`src/rtl/sync_doorbell_pkg.sv`:
```
package sync_doorbell_pkg;
  localparam int REG_W      = 32;
  localparam int LANE_W     = 8;
  localparam int LANES      = REG_W / LANE_W;
  localparam int TX_LANE    = 1;
  localparam int CTL_LANE   = 3;
  localparam int TRIG_B_BIT = 29;
  localparam int TRIG_A_BIT = 30;
  localparam int EN_BIT     = 31;
  localparam int RESV_W     = REG_W - 1 - 2 * LANE_W;

  // Read word: enable on top, reserved zeros, own outgoing byte, remote byte.
  function automatic logic [REG_W-1:0] pack_sync_word(
    input logic              en,
    input logic [LANE_W-1:0] own_tx,
    input logic [LANE_W-1:0] remote_tx
  );
    return {en, {RESV_W{1'b0}}, own_tx, remote_tx};
  endfunction

  // One-hot trigger decode for a control-lane write.
  function automatic logic ring_hit(
    input logic             wr,
    input logic [LANES-1:0] strb,
    input logic [REG_W-1:0] data,
    input int               bit_pos
  );
    return wr & strb[CTL_LANE] & data[bit_pos];
  endfunction
endpackage

```
`src/rtl/sync_side_reg.sv`:
```
module sync_side_reg
  import sync_doorbell_pkg::*;
(
  input  logic              clk,
  input  logic              rst_n,
  input  logic              wr,
  input  logic [LANES-1:0]  wstrb,
  input  logic [REG_W-1:0]  wdata,
  output logic [LANE_W-1:0] tx_byte,
  output logic              irq_en,
  output logic              ring_a,
  output logic              ring_b
);
  logic tx_we, ctl_we;
  logic unused_wdata_bits;

  assign tx_we  = wr & wstrb[TX_LANE];
  assign ctl_we = wr & wstrb[CTL_LANE];
  assign ring_a = ring_hit(wr, wstrb, wdata, TRIG_A_BIT);
  assign ring_b = ring_hit(wr, wstrb, wdata, TRIG_B_BIT);
  assign unused_wdata_bits = ^{wdata[LANE_W-1:0], wdata[TRIG_B_BIT-1:2*LANE_W], wstrb[0], wstrb[2]};

  always_ff @(posedge clk) begin
    if (!rst_n) begin
      tx_byte <= '0;
      irq_en  <= 1'b0;
    end else begin
      if (tx_we)  tx_byte <= wdata[TX_LANE*LANE_W +: LANE_W];
      if (ctl_we) irq_en  <= wdata[EN_BIT];
    end
  end

  // outgoing byte moves only on a lane-1 write
  p_tx_lane_gate_r10: assert property (@(posedge clk) disable iff (!rst_n)
    !(wr && wstrb[TX_LANE]) |=> $stable(tx_byte));
  // enable moves only on a lane-3 write
  p_en_lane_gate_r10: assert property (@(posedge clk) disable iff (!rst_n)
    !(wr && wstrb[CTL_LANE]) |=> $stable(irq_en));
endmodule

```
`src/rtl/sync_irq_gate.sv`:
```
module sync_irq_gate (
  input  logic clk,
  input  logic rst_n,
  input  logic ring_from_a,
  input  logic ring_from_b,
  input  logic irq_en,
  output logic irq_out
);
  logic ring_any;
  assign ring_any = ring_from_a | ring_from_b;

  always_ff @(posedge clk) begin
    if (!rst_n) irq_out <= 1'b0;
    else        irq_out <= ring_any & irq_en;
  end

  // a disabled target never pulses
  p_no_irq_disabled_r8: assert property (@(posedge clk) disable iff (!rst_n)
    !irq_en |=> !irq_out);
  // no ring means the pulse drops
  p_pulse_drop_r11: assert property (@(posedge clk) disable iff (!rst_n)
    !ring_from_a && !ring_from_b |=> !irq_out);
endmodule

```
`src/rtl/sync_doorbell.sv`:
```
module sync_doorbell
  import sync_doorbell_pkg::*;
(
  input  logic             clk,
  input  logic             rst_n,
  input  logic             a_wr,
  input  logic [LANES-1:0] a_wstrb,
  input  logic [REG_W-1:0] a_wdata,
  output logic [REG_W-1:0] a_rdata,
  input  logic             b_wr,
  input  logic [LANES-1:0] b_wstrb,
  input  logic [REG_W-1:0] b_wdata,
  output logic [REG_W-1:0] b_rdata,
  output logic             irq_a,
  output logic             irq_b
);
  localparam int SIDES = 2;

  logic [LANE_W-1:0] tx_byte [SIDES];
  logic [SIDES-1:0]  en_q;
  logic [SIDES-1:0]  ring_to_a;   // indexed by source side
  logic [SIDES-1:0]  ring_to_b;
  logic [SIDES-1:0]  side_wr;
  logic [LANES-1:0]  side_strb [SIDES];
  logic [REG_W-1:0]  side_data [SIDES];

  assign side_wr      = {b_wr, a_wr};
  assign side_strb[0] = a_wstrb;
  assign side_strb[1] = b_wstrb;
  assign side_data[0] = a_wdata;
  assign side_data[1] = b_wdata;

  for (genvar s = 0; s < SIDES; s++) begin : g_side
    sync_side_reg u_reg (
      .clk     (clk),
      .rst_n   (rst_n),
      .wr      (side_wr[s]),
      .wstrb   (side_strb[s]),
      .wdata   (side_data[s]),
      .tx_byte (tx_byte[s]),
      .irq_en  (en_q[s]),
      .ring_a  (ring_to_a[s]),
      .ring_b  (ring_to_b[s])
    );
  end

  assign a_rdata = pack_sync_word(en_q[0], tx_byte[0], tx_byte[1]);
  assign b_rdata = pack_sync_word(en_q[1], tx_byte[1], tx_byte[0]);

  sync_irq_gate u_gate_a (
    .clk(clk), .rst_n(rst_n),
    .ring_from_a(ring_to_a[0]), .ring_from_b(ring_to_a[1]),
    .irq_en(en_q[0]), .irq_out(irq_a)
  );

  sync_irq_gate u_gate_b (
    .clk(clk), .rst_n(rst_n),
    .ring_from_a(ring_to_b[0]), .ring_from_b(ring_to_b[1]),
    .irq_en(en_q[1]), .irq_out(irq_b)
  );

  // A's outgoing byte lands in B's low byte
  p_cross_a_to_b_r2: assert property (@(posedge clk) disable iff (!rst_n)
    (a_wr && a_wstrb[TX_LANE]) |=> b_rdata[LANE_W-1:0] == $past(a_wdata[2*LANE_W-1:LANE_W]));
  // B's outgoing byte lands in A's low byte
  p_cross_b_to_a_r3: assert property (@(posedge clk) disable iff (!rst_n)
    (b_wr && b_wstrb[TX_LANE]) |=> a_rdata[LANE_W-1:0] == $past(b_wdata[2*LANE_W-1:LANE_W]));
  // enable loads from a control-lane write
  p_enable_load_r5: assert property (@(posedge clk) disable iff (!rst_n)
    (a_wr && a_wstrb[CTL_LANE]) |=> a_rdata[EN_BIT] == $past(a_wdata[EN_BIT]));
  // an A pulse needs a bit-30 trigger and A enabled
  p_irq_a_cause_r6: assert property (@(posedge clk) disable iff (!rst_n)
    irq_a |-> $past(a_rdata[EN_BIT]) &&
      $past((a_wr && a_wstrb[CTL_LANE] && a_wdata[TRIG_A_BIT]) ||
            (b_wr && b_wstrb[CTL_LANE] && b_wdata[TRIG_A_BIT])));
  // a B pulse needs a bit-29 trigger and B enabled
  p_irq_b_cause_r7: assert property (@(posedge clk) disable iff (!rst_n)
    irq_b |-> $past(b_rdata[EN_BIT]) &&
      $past((a_wr && a_wstrb[CTL_LANE] && a_wdata[TRIG_B_BIT]) ||
            (b_wr && b_wstrb[CTL_LANE] && b_wdata[TRIG_B_BIT])));
endmodule

```
`config.mk`:
```
export PLATFORM = sky130hd
export DESIGN_NAME = sync_doorbell
export DESIGN_NICKNAME = d
export VERILOG_FILES = /design/src/rtl/sync_doorbell_pkg.sv /design/src/rtl/sync_side_reg.sv /design/src/rtl/sync_irq_gate.sv /design/src/rtl/sync_doorbell.sv
export SDC_FILE = /design/constraint.sdc
export NUM_CORES = 1
export LEC_CHECK = 0
export BUFFER_PORTS_ARGS = -buffer_cell sky130_fd_sc_hd__clkbuf_2
export CAP_MARGIN = 0
export CELL_PAD_IN_SITES_DETAIL_PLACEMENT = 0
export CELL_PAD_IN_SITES_GLOBAL_PLACEMENT = 1
export CORE_UTILIZATION = 21
export DETAILED_ROUTE_END_ITERATION = 7
export HOLD_SLACK_MARGIN = 0.06
export PLACE_DENSITY_LB_ADDON = 0.2
export SYNTH_ARGS = -nofsm -noshare
export SYNTH_HDL_FRONTEND = slang
export SYNTH_HIERARCHICAL = 1
export SYNTH_SLANG_ARGS = --single-unit
```
`constraint.sdc`:
```
create_clock -name clk -period 0.8 [get_ports clk]
set_input_delay 0.16 -clock clk [delete_from_list [all_inputs] [get_ports clk]]
set_output_delay 0.16 -clock clk [all_outputs]
set_load 0.05 [all_outputs]
```
==> results.py <==
metrics = {
    "floorplanning": {
        "dieArea_um2": 6310,
        "fp.dieW_um": 79.5,
        "die_h_um": 79.5,
        "core.rowCount": 27,
        "ios": 142,
        "core-area_um2": 5640,
        "initial_core_util_pct": 22.3,
    },
    "pwr": {
        "p_leak_nw": 0.993,
        "power_density_nw_per_um2": 1440,
        "vdd_drop_max_uv": 507,
    },
    "worst_hold_path": {
        "hp-class": "primary input to flip-flop",
        "hold_depth": 3,
    },
    "critical_path": {
        "worstPathCellList": "clkbuf_8",
        "cp_num_cells": 1,
        "slowest_stage": "dfxtp_4",
        "crit_required_ns": 0.64,
        "critPathTopFamily": "flip-flops",
        "cp-end-kind": "output pin",
        "r2r_cells": 3,
        "arrival_ns": 0.80,
        "crit_start": "g_side[0].u_reg/tx_byte[6]",
        "cp_max_fo": 3,
        "path_buf_inv": 1,
        "regToRegSetupSlack_ns": 0.10,
        "start_kind": "flip-flop",
        "critPathCapture": "a_rdata[14]",
        "regToRegStartpoint": "g_side[0].u_reg/irq_en",
        "path_class": "flip-flop to output pin",
        "cpPeakStageDelay_ns": 0.37,
        "rr_endpoint": "g_side[0].u_reg/irq_en",
    },
    "synth": {
        "synth_area_um2": 1260,
        "syn_avg_cell_area_um2": 8.94,
        "synth.yosys.seq_area_share_pct": 31.8,
        "synth.distinct_cells": 11,
        "synthCells": 141,
        "ys_seq_elements": 20,
        "yosysWarnings": 6,
    },
    "routing": {
        "via_count": 1025,
        "via_per_inst": 3.85,
        "wirelength_mm": 3.13,
        "firstDrtPassIters": 3,
        "drc": 0,
        "drtIter0Drc": 42,
        "wl_per_cell_um": 11.8,
        "ant_nets": 0,
    },
    "global_routing": {
        "grt_use_total_pct": 9.96,
        "grt_overflow": 0,
        "grt_pass1_vias": 980,
        "antenna_found_initial": 0,
        "grt_pass1_wl_mm": 4.84,
        "grt_max_degree": 26,
    },
    "clocking": {
        "cts_sinks": 20,
        "cts_max_path_buffers": 2,
        "cts_buffers": 3,
        "cts-root-buf": "clkbuf_8",
        "ctsHoldBuffers": 0,
        "cts_max_level": 1,
        "clk_pin_slew_worst_paths_ns": 0.08,
        "cts_tree": "yes",
        "clock_latency_ns": 0.26,
    },
    "sta": {
        "final_hold_viol_count": 0,
        "finalMaxSlewViolations": 0,
        "setup_ws_ns": -0.163,
        "fin_crit_sh_pct": 120,
        "setup_violations": 36,
        "final.setup.tns_ns": -5.33,
        "finalClockSkew_ns": 0.00201,
        "hold_ws_ns": 0.125,
        "period_needed_ns": 0.963,
        "fmax_ghz": 1.04,
        "grt_setup_unrepaired": "true",
    },
    "final_layout": {
        "fill_cells": 559,
        "drive_gt1_share_pct": 60.8,
        "syn2layout_area_growth_pct": 68.8,
        "multi_input_area_um2": 518,
        "num_antenna_cells": 0,
        "fin_util_pct": 37.7,
        "fin_nets": 271,
        "final-seq-area_um2": 468,
        "layout_common_cells": "30 x conb_1, 29 x clkbuf_2, 22 x nand2_1",
        "final_common_cell": "conb_1",
    },
    "placed_design": {
        "dp_worst_setup_slack_ns": -0.0276,
        "gp_congestion": 0.719,
        "dpl.hpwl_mm": 2.28,
        "port_buffers": 65,
    },
    "run_status": {
        "violations": "negative setup slack",
        "status": "finished, violations left",
    },
    "job": {
        "maxCapViolations": 0,
    },
}
## worst reg2reg max path, stage by stage (launching register included)
cell,delay [ns]
dfxtp_2,0.35
buf_4,0.11
nand2_1,0.04
mux2i_1,0.12
## through the flow
| stage | power, mW | cells | instance area (µm²) |
|---|---|---|---|
| 2_1_floorplan | 2.05 | 170 | 1490 |
| 6_report | 3.06 | 266 | 2130 |
| 3_5_place_dp | 2.04 | 259 | 1480 |
| 3_3_place_gp | 2.04 | 259 | 1480 |
| 5_1_grt | 3.22 | 266 | 2130 |
| 4_1_cts | 3.10 | 266 | 2110 |
## sequential cells by signal (all words and copies together) (netlist names)
signal,cells
u_gate_b/irq_out,1
g_side.u_reg/irq_en,2
u_gate_a/irq_out,1
g_side.u_reg/tx_byte,16
## what timing repair did
item                                    in CTS  in global routing
pin swaps                                    0                  0
endpoints found under the hold margin        0                  0
buffers inserted                             3                  0
gates resized for setup                     96                 10
endpoints found under the setup margin      36                 36
## synth_stat cells, drive strengths merged
| cell type | number | area (µm²) |
|---|---|---|
| buf | 56 | 450 |
| conb | 1 | 3.75 |
| dfxtp | 20 | 400 |
| o21ai | 16 | 140 |
| o211a | 2 | 20.0 |
| and3 | 4 | 25.0 |
| and2 | 2 | 17.5 |
| nand4 | 16 | 100 |
| mux2i | 2 | 20.0 |
| nand2 | 22 | 82.6 |
## routing by layer
layer  vias to the layer above  part of all wire (%)  global-route usage [%]
met5                         -                     0                       0
met4                         0                  0.96                    4.36
met3                         2                   4.1                   0.800
met2                        45                    54                    17.9
met1                       470                    41                    11.9
li1                        508                     -                       -
## final cells by class
cell class	instances	share of cell area [%]
Clock buffer	4	2.59
Sequential cell	20	22.0
Timing Repair Buffer	76	46.8
Multi-Input combinational cell	94	24.4
Tap cell	72	4.24
## where the power goes
| group | internal [mW] | leakage, nW | switching (mW) |
|---|---|---|---|
| Clock | 0.438 | 0.0288 | 0.340 |
| Sequential | 1.02 | 0.177 | 0.0643 |
| Combinational | 0.429 | 0.787 | 0.778 |
## worst min-delay path by stage
stage | start | end | slack [ns]
6_report | a_wdata[13] | g_side[0].u_reg/tx_byte[5] | 0.12
5_1_grt | a_wdata[14] | g_side[0].u_reg/tx_byte[6] | 0.12
4_1_cts | a_wdata[13] | g_side[0].u_reg/tx_byte[5] | 0.11
3_5_place_dp | b_wdata[15] | g_side[1].u_reg/tx_byte[7] | 0.40
3_3_place_gp | b_wdata[31] | g_side[1].u_reg/irq_en | 0.40
2_1_floorplan | a_wdata[31] | g_side[0].u_reg/irq_en | 0.29
## logic make-up (layout without fill, tap and decap cells)
group	Yosys count	after routing	share of synthesized area, %
compound gates	18	18	12.7
buf+inv	56	80	35.8
flops	20	20	31.8
mux	2	2	1.59
other cells	1	30	0.298
simple gates	44	44	17.9
No activity file was read; power rests on OpenSTA's default activity.
